[src/rtl/opmode_pkg.sv]
package opmode_pkg;
   localparam int OMR_W      = 24;
   localparam int LANES      = OMR_W / 8;
   localparam int SEN_BIT    = 20;
   localparam int WRAP_BIT   = 19;
   localparam int EOV_BIT    = 18;
   localparam int STACK_LANE = 2;
   localparam int MODE_W     = 4;

   typedef enum logic [1:0] {
      OP_NONE = 2'd0,
      OP_MOVE = 2'd1,
      OP_ANDI = 2'd2,
      OP_ORI  = 2'd3
   } op_kind_e;
endpackage

[src/rtl/opmode_sw_update.sv]
module opmode_sw_update
   import opmode_pkg::*;
#(
   parameter logic [OMR_W-1:0] WR_MASK = 24'h1FFFDF
) (
   input  logic [OMR_W-1:0] cur,
   input  op_kind_e         op,
   input  logic [1:0]       sel,
   input  logic [7:0]       imm,
   input  logic [OMR_W-1:0] wdata,
   output logic [OMR_W-1:0] nxt,
   output logic             stack_lane_hit
);
   generate
      for (genvar b = 0; b < LANES; b++) begin : g_lane
         logic [7:0] lane_cur;
         logic [7:0] lane_nxt;
         logic       lane_sel;
         assign lane_cur = cur[b*8 +: 8];
         assign lane_sel = (sel == 2'(b));
         always_comb begin
            lane_nxt = lane_cur;
            case (op)
               OP_MOVE: lane_nxt = wdata[b*8 +: 8];
               OP_ANDI: if (lane_sel) lane_nxt = lane_cur & imm;
               OP_ORI:  if (lane_sel) lane_nxt = lane_cur | imm;
               default: lane_nxt = lane_cur;
            endcase
         end
         assign nxt[b*8 +: 8] = lane_nxt & WR_MASK[b*8 +: 8];
      end
   endgenerate

   assign stack_lane_hit = (op == OP_MOVE) ||
                           (((op == OP_ANDI) || (op == OP_ORI)) && (sel == 2'(STACK_LANE)));
endmodule

[src/rtl/opmode_stack_mon.sv]
module opmode_stack_mon #(
   parameter int SP_W = 6
) (
   input  logic            push_req,
   input  logic [SP_W-1:0] sp_val,
   input  logic [SP_W-1:0] stack_size,
   input  logic            ext_en,
   output logic            ovf_evt
);
   generate
      if (SP_W < 1 || SP_W > 16) begin : g_bad_width
         $error("opmode_stack_mon: SP_W must lie in 1..16");
      end
   endgenerate

   assign ovf_evt = push_req && ext_en && (sp_val == stack_size);
endmodule

[src/rtl/opmode_err_pulse.sv]
module opmode_err_pulse #(
   parameter bit REGISTERED = 1'b1
) (
   input  logic clk,
   input  logic rst_n,
   input  logic flag_cur,
   input  logic flag_nxt,
   output logic err_req
);
   logic rise;
   assign rise = flag_nxt && !flag_cur;

   generate
      if (REGISTERED) begin : g_reg
         logic err_q;
         always_ff @(posedge clk) begin
            if (!rst_n) err_q <= 1'b0;
            else        err_q <= rise;
         end
         assign err_req = err_q;
      end else begin : g_comb
         assign err_req = rise && rst_n;
      end
   endgenerate
endmodule

[src/rtl/opmode_reg.sv]
module opmode_reg
   import opmode_pkg::*;
#(
   parameter int               SP_W       = 6,
   parameter logic [OMR_W-1:0] RESET_VAL  = 24'h000300,
   parameter logic [OMR_W-1:0] WR_MASK    = 24'h1FFFDF,
   parameter bit               ERR_REG    = 1'b1
) (
   input  logic            clk,
   input  logic            rst_n,
   input  logic [3:0]      mode_pins,
   input  logic [1:0]      op_kind,
   input  logic [1:0]      op_sel,
   input  logic [7:0]      op_imm,
   input  logic [23:0]     op_wdata,
   input  logic            push_req,
   input  logic [SP_W-1:0] sp_val,
   input  logic [SP_W-1:0] stack_size,
   input  logic            wrap_start,
   output logic [23:0]     omr,
   output logic            stack_err_req
);
   localparam logic [OMR_W-1:0] MODE_FIELD = OMR_W'((1 << MODE_W) - 1);
   localparam logic [OMR_W-1:0] FLAG_BITS  = (OMR_W'(1) << WRAP_BIT) | (OMR_W'(1) << EOV_BIT);
   localparam logic [OMR_W-1:0] NEED_BITS  = FLAG_BITS | (OMR_W'(1) << SEN_BIT) | MODE_FIELD;

   generate
      if ((RESET_VAL & ~WR_MASK) != '0) begin : g_bad_reset
         $error("opmode_reg: RESET_VAL sets reserved bits");
      end
      if ((WR_MASK & NEED_BITS) != NEED_BITS) begin : g_bad_mask
         $error("opmode_reg: WR_MASK must keep the flag, enable and mode bits");
      end
   endgenerate

   op_kind_e         op;
   logic [OMR_W-1:0] omr_q;
   logic [OMR_W-1:0] sw_nxt;
   logic [OMR_W-1:0] hw_nxt;
   logic [OMR_W-1:0] omr_d;
   logic             hi_hit;
   logic             ovf_evt;

   assign op = op_kind_e'(op_kind);

   opmode_sw_update #(.WR_MASK(WR_MASK)) u_sw (
      .cur            (omr_q),
      .op             (op),
      .sel            (op_sel),
      .imm            (op_imm),
      .wdata          (op_wdata),
      .nxt            (sw_nxt),
      .stack_lane_hit (hi_hit)
   );

   opmode_stack_mon #(.SP_W(SP_W)) u_mon (
      .push_req   (push_req),
      .sp_val     (sp_val),
      .stack_size (stack_size),
      .ext_en     (omr_q[SEN_BIT]),
      .ovf_evt    (ovf_evt)
   );

   always_comb begin
      hw_nxt = omr_q;
      if (wrap_start) hw_nxt[WRAP_BIT] = 1'b1;
      if (ovf_evt)    hw_nxt[EOV_BIT]  = 1'b1;
   end

   always_comb begin
      if (hi_hit) omr_d = sw_nxt;
      else        omr_d = {hw_nxt[OMR_W-1:16], sw_nxt[15:0]};
   end

   always_ff @(posedge clk) begin
      if (!rst_n) omr_q <= (RESET_VAL & ~MODE_FIELD) | OMR_W'(mode_pins);
      else        omr_q <= omr_d;
   end

   opmode_err_pulse #(.REGISTERED(ERR_REG)) u_err (
      .clk      (clk),
      .rst_n    (rst_n),
      .flag_cur (omr_q[EOV_BIT]),
      .flag_nxt (omr_d[EOV_BIT]),
      .err_req  (stack_err_req)
   );

   assign omr = omr_q;


   assert_move_R2: assert property (@(posedge clk) disable iff (!rst_n)
      (op == OP_MOVE) |=> (omr_q == ($past(op_wdata) & WR_MASK)));

   assert_rsvd_zero_R3: assert property (@(posedge clk) disable iff (!rst_n)
      ((omr & ~WR_MASK) == '0));

   assert_low_hold_R6: assert property (@(posedge clk) disable iff (!rst_n)
      (op == OP_NONE) |=> $stable(omr_q[15:0]));

   assert_wrap_set_R7: assert property (@(posedge clk) disable iff (!rst_n)
      (wrap_start && !hi_hit) |=> omr_q[WRAP_BIT]);

   assert_ovf_set_R8: assert property (@(posedge clk) disable iff (!rst_n)
      (ovf_evt && !hi_hit) |=> omr_q[EOV_BIT]);

   assert_sticky_eov_R9: assert property (@(posedge clk) disable iff (!rst_n)
      (omr_q[EOV_BIT] && !hi_hit) |=> omr_q[EOV_BIT]);
   assert_sticky_wrap_R9: assert property (@(posedge clk) disable iff (!rst_n)
      (omr_q[WRAP_BIT] && !hi_hit) |=> omr_q[WRAP_BIT]);

   assert_move_wins_R11: assert property (@(posedge clk) disable iff (!rst_n)
      ((op == OP_MOVE) && (wrap_start || ovf_evt)) |=>
         (omr_q[WRAP_BIT:EOV_BIT] == $past(op_wdata[WRAP_BIT:EOV_BIT])));

   generate
      if (ERR_REG) begin : g_err_chk

         assert_err_single_R10: assert property (@(posedge clk) disable iff (!rst_n)
            stack_err_req |=> !stack_err_req);
         assert_err_on_rise_R10: assert property (@(posedge clk) disable iff (!rst_n)
            $rose(omr_q[EOV_BIT]) |-> stack_err_req);
         assert_err_needs_flag_R10: assert property (@(posedge clk) disable iff (!rst_n)
            stack_err_req |-> omr_q[EOV_BIT]);
      end
   endgenerate
endmodule

[config.mk]
export PLATFORM = sky130hd
export DESIGN_NAME = opmode_reg
export DESIGN_NICKNAME = d
export VERILOG_FILES = /design/src/rtl/opmode_pkg.sv /design/src/rtl/opmode_sw_update.sv /design/src/rtl/opmode_stack_mon.sv /design/src/rtl/opmode_err_pulse.sv /design/src/rtl/opmode_reg.sv
export SDC_FILE = /design/constraint.sdc
export NUM_CORES = 1
export LEC_CHECK = 0
export BUFFER_PORTS_ARGS = -buffer_cell sky130_fd_sc_hd__buf_2
export CAP_MARGIN = 10
export CORE_MARGIN = 2
export CORE_UTILIZATION = 45
export DETAILED_ROUTE_END_ITERATION = 10
export GPL_ROUTABILITY_DRIVEN = 0
export GPL_TIMING_DRIVEN = 0
export PLACE_DENSITY = 0.89
export SETUP_SLACK_MARGIN = 0.3
export SYNTH_ARGS = -nofsm -noshare
export SYNTH_HDL_FRONTEND = slang
export SYNTH_SLANG_ARGS = --single-unit
[constraint.sdc]
create_clock -name clk -period 1.6 [get_ports clk]
set_input_delay 0 -clock clk [delete_from_list [all_inputs] [get_ports clk]]
set_output_delay 0 -clock clk [all_outputs]
set_load 0.01 [all_outputs]
After elaboration in Yosys (flattened, before gate mapping)
Cells that the tools add are included.
{"block": "totals", "ff_bits": 22, "in_bits": 56, "out_inout_bits": 25, "word_cells": 47}
{"block": "classes", "n_eq_ne": 11, "mux": 13, "n_bitwise": 6, "n_reduce_logical": 12}
{"cell": "8-bit case mux with 3 select lines", "count": 2}
{"cell": "8-bit 2-to-1 mux", "count": 4}
{"cell": "20-bit 2-to-1 mux", "count": 1}
{"cell": "8-bit bitwise AND", "count": 2}
{"cell": "8-bit bitwise OR", "count": 2}
{"cell": "5-bit case mux with 3 select lines", "count": 1}
{"cell": "5-bit 2-to-1 mux", "count": 2}
{"cell": "4-bit AND reduction", "count": 2}
{"cell": "2-bit == test, second input constant", "count": 3}
{"cell": "6-bit == test", "count": 1}
{"cell": "3-bit by 2-bit != test with 1-bit output, second input constant", "count": 2}
{"cell": "5-bit bitwise AND", "count": 1}
{"cell": "5-bit bitwise OR", "count": 1}
{"cell": "2-bit by 1-bit == test with 1-bit output, second input constant", "count": 2}
{"cell": "1-bit logical AND", "count": 4}
{"cell": "4-bit 2-to-1 mux", "count": 1}
{"cell": "2-bit by 1-bit != test with 1-bit output, second input constant", "count": 2}
{"cell": "4-bit by 1-bit != test with 1-bit output, second input constant", "count": 1}
{"cell": "3-bit nonzero test", "count": 1}
{"cell": "2-bit logical NOT", "count": 1}
{"cell": "1-bit logical OR", "count": 2}
{"cell": "1-bit 2-to-1 mux", "count": 2}
{"cell": "2-bit nonzero test", "count": 1}
{"cell": "1-bit logical NOT", "count": 1}

Depth between registers and ports, before layout
{"block": "logic_depth", "word_depth": 6, "mapped_depth": 7, "depth_no_buf": 6}

Hierarchy
A second synthesis with hierarchy kept.
{"block": "unflattened", "hier_cells": 177, "area_unflattened_um2": 1493.9}
{"module": "opmode_reg", "n_inst": 1, "cells_each": 61, "area_each_um2": 782.0, "seq_area_each_um2": 480.5}
{"module": "opmode_sw_update", "n_inst": 1, "cells_each": 105, "area_each_um2": 608.1, "seq_area_each_um2": 0.0}
{"module": "opmode_stack_mon", "n_inst": 1, "cells_each": 9, "area_each_um2": 75.1, "seq_area_each_um2": 0.0}
{"module": "opmode_err_pulse", "n_inst": 1, "cells_each": 2, "area_each_um2": 28.8, "seq_area_each_um2": 20.0}

Worst setup path after synthesis
Ideal clock, no wire load.
{"block": "synth_path", "kind": "in2reg", "from": "input port op_kind[1]", "to": "register omr_q[2], in the netlist omr[2] (data pin)", "setup_ns": 0.264, "arrival_time_ns": 1.016, "required_time_ns": 1.336, "setup_slack_ns": 0.320, "path_stages": 6, "n_path_buf": 2, "cell_sequence": "buf_4 > inv_1 > ha_1 > clkbuf_1 > a222oi_1 > o2bb2ai_1"}
{"block": "synth_between", "elab_chain_len": 4, "word_cells_on_any_way": 6, "cone_classes": "3 x eq/ne; 3 x mux"}
{"item": "start: declaration", "line_no": "opmode_reg.sv:12", "rtl": "input logic [1:0] op_kind,"}
{"item": "2-bit == test / 2-bit by 1-bit == test with 1-bit output (equally long branches)", "line_no": "opmode_sw_update.sv:23", "rtl": "case (op)"}
{"item": "8-bit case mux with 3 select lines *", "line_no": "opmode_sw_update.sv:23"}
{"item": "20-bit 2-to-1 mux *", "line_no": "opmode_reg.sv:71", "rtl": "if (hi_hit) omr_d = sw_nxt;"}
{"item": "4-bit 2-to-1 mux *", "line_no": "opmode_reg.sv:76", "rtl": "if (!rst_n) omr_q <= (RESET_VAL & ~MODE_FIELD) | OMR_W'(mode_pins);"}
{"item": "end signal: assignment", "line_no": "opmode_reg.sv:76"}
{"item": "end signal: assignment", "line_no": "opmode_reg.sv:77", "rtl": "else omr_q <= omr_d;"}
{"item": "end: declaration", "line_no": "opmode_reg.sv:37", "rtl": "logic [OMR_W-1:0] omr_q;"}
Every way passes the cells marked *; elsewhere a longest branch is shown, timed or not.
A chain may end at the register's enable or synchronous reset.

Worst setup path in the final report
{"block": "layout_path", "from": "input port op_kind[0]", "to": "register omr_q[0], in the netlist omr[0], enable pin"}
The elaborated chain is that of the path after synthesis.

==> results_dict.tcl <==
set metrics [dict create \
    outcome "completed" \
    fmax_mhz 824 \
    power_frac_clock_pct 20.8 \
    die_area_um2 3920 \
    synth.distinct_cells 48 \
    crit_fanout 8 \
    port_buffers 72 \
    start_util_pct 46.7 \
    holdWs_ns 0.0107 \
    cts_made_buffers 3 \
    post-route-period-util_pct 75.9 \
    postRouteWirelength_um 4580 \
    hold_depth 3 \
    setup_viol 0 \
    critical_path_class "input pin to flop" \
    grt_pass1_wl_um 7490 \
    clock_latency_ns 0.31 \
    power_frac_comb_pct 32.8 \
    tritoncts "built" \
    internal_power_mw 0.880 \
    chipWidth_um 62.6 \
    syn_inst 173 \
    area_growth_pct 37.9 \
    worstHoldPathType "input pin to flop" \
    antenna_found_initial 0 \
    swShare_pct 32.1 \
    yosysWarnings 0 \
    rsz0062_at_grt "yes" \
    die_h_um 62.6 \
    slew_violations 0 \
    syn_avg_cell_area_um2 8.95 \
    grt_max_degree 12 \
    synth.most_common_cell "dfxtp_1" \
    drtAntennaViolNets 0 \
    synth_async_sr_flop_share_pct 0 \
    cts-htree-levels 1 \
    clkSinkCount 21 \
    root_buffer "clkbuf_4" \
    critPathArrivalTime_ns 1.24 \
    synth-seq-cells 21 \
    syn_area_um2 1550 \
    setup_ws_ns 0.386 \
    switchingPower_mw 0.416 \
    power_density_nw_per_um2 607 \
    synth_flop_cell "dfxtp_1" \
    ios 81 \
    grt_remaining_overflow 0 \
    first_iter_violations 137 \
    ctsLongestPathBuffers 2 \
    final-hold-violation-count 0 \
    p_leak_nw 1.02 \
    pwr-share-seq_pct 46.4 \
    vias_per_cell 5.66 \
    yosys-top-cells-count "dfxtp_1, o21ai_1, nand2_1" \
    core_area_um2 3310 \
    dp_slack_ns -0.0309 \
    peakVddDrop_mv 0.290 \
    num_vias 1761 \
    r2r.worst_path.cells 3 \
    fin_worst_skew_ns 0.000528 \
    clkTransAtPathRegs_ns 0.12 \
    worst_pin_slew_ns 0.502 \
    nFillCells 298 \
    finalCriticalPeriod_ns 1.21 \
    layout.nets 326 \
    antenna-diode-count 0 \
    dpl.hpwl_um 3400 \
    std_cell_rows 21 \
    first_pass_iters 7 \
    crit_path_end_kind "flop" \
    synth_edf_count 4 \
    grt_pass1_vias 1638 \
    drive_above_1_share_pct 40.0 \
    drc 0 \
    start_kind "input pin" \
    synthTopCellsByArea "dfxtp_1, edfxtp_1, a21o_1" \
    worstPathRequired_ns 1.63 \
    routedWlPerCell_um 14.7 \
    grt_use_total_pct 23.5 \
    synth_top_area_share_pct 22.0 \
    synth_top_cell_by_area "dfxtp_1" \
    ys_seq_area_share_pct 29.7 \
    slew_headroom_pct 66.6 \
    cap_viol_max_count 0 \
]
## cell usage in the layout (no fill, tap or decap), types with 2 or more instances in the layout
cell / Yosys / routed
conb_1: 1 / 4
a31oi_1: 7 / 7
nor2b_1: 2 / 2
and2_1: 6 / 6
o22ai_1: 2 / 2
nor2b_2: 2 / 2
edfxtp_1: 4 / 4
o21ai_1: 12 / 12
buf_4: 8 / 9
a21oi_2: 5 / 5
clkbuf_2: 0 / 2
nand2_1: 10 / 10
buf_6: 2 / 2
a21o_1: 9 / 9
dfxtp_1: 17 / 17
nor3_1: 2 / 2
o21ai_0: 5 / 5
ha_1: 4 / 4
a32o_1: 5 / 5
nor2_1: 4 / 4
a222oi_1: 5 / 5
buf_2: 2 / 75
nand3b_1: 5 / 5
a22oi_1: 8 / 8
xor2_1: 6 / 6
o211ai_1: 2 / 2
clkbuf_4: 0 / 3
a21oi_1: 3 / 3
inv_1: 7 / 7
o2bb2ai_1: 4 / 4
dlygate4sd3_1: 0 / 12
clkbuf_1: 4 / 2
nand3_1: 2 / 2
## worst max-delay path: stages
cell and delay, ns:
buf_2 0.18, inv_1 0.08, ha_1 0.26, nor2_1 0.39, o22ai_1 0.12, nand2_1 0.19
## metal layers
metal,GRT usage [%],up-vias,share of wire [%]
met5,0,-,0
met4,8.89,0,2.7
met3,5.59,13,9.1
met2,35.8,111,45
met1,32.3,795,43
li1,-,842,-
## final timing paths
path,from,end,slack [ns]
hold reg to reg,omr[18]$_SDFF_PN0_,u_err.err_req$_SDFF_PN0_,0.46
setup / recovery,op_kind[0],omr[0]$_DFFE_PP_,0.39
setup reg to reg,omr[2]$_DFFE_PP_,omr[2]$_DFFE_PP_,0.42
hold / removal,op_imm[7],omr[15]$_SDFFE_PN0P_,0.01
## final cells by class
type                    instances  area (µm²)  area share (%)
inverters                       7        26.3            1.23
plain buffers                  16         111            5.22
multi-input cells             132         965            45.2
well taps                      46        57.6            2.70
clock buffers                   4        26.3            1.23
repair buffers                 85         488            22.9
flip-flops and latches         21         460            21.6
## power by group through the flow
stage	Sequential, mW	Combinational [mW]	Clock, mW
3_3_place_gp	0.611	0.383	0
4_1_cts	0.601	0.412	0.271
3_5_place_dp	0.614	0.390	0
2_1_floorplan	0.626	0.215	0
5_1_grt	0.605	0.461	0.298
6_report	0.601	0.425	0.270
## timing repair
item | in CTS | in global routing
hold buffers | 11 | 1
hold endpoints to repair | 10 | 1
resized for setup | 1 | 5
buffers inserted | 0 | 1
endpoints found under the setup margin | 2 | 8
pin swaps | 0 | 1
## per-stage QoR
step	TNS (ns)	instance area (µm²)	power, mW	cells	util, %
3_5_place_dp	-0.0611	1980	1.00	294	59.7
3_3_place_gp	0	1980	0.994	294	59.7
6_report	0	2130	1.30	311	64.5
5_1_grt	0	2130	1.36	311	64.5
2_1_floorplan	0	1560	0.841	176	-
4_1_cts	0	2110	1.29	309	63.9
## state kept, by name, indices dropped and copies added, names as in the netlist
name,count
omr,20
u_err.err_req,1
## logic make-up after synthesis
logic type / count (synthesis) / share of synthesized area [%]
simple gates: 41 / 17.1
buf+inv: 23 / 8.65
other cells: 1 / 0.242
fa+ha+maj: 4 / 3.23
xor+xnor: 6 / 3.40
flops: 21 / 29.7
mux: 1 / 0.647
compound gates: 76 / 37.0
Power figures use the tool's default switching activity.
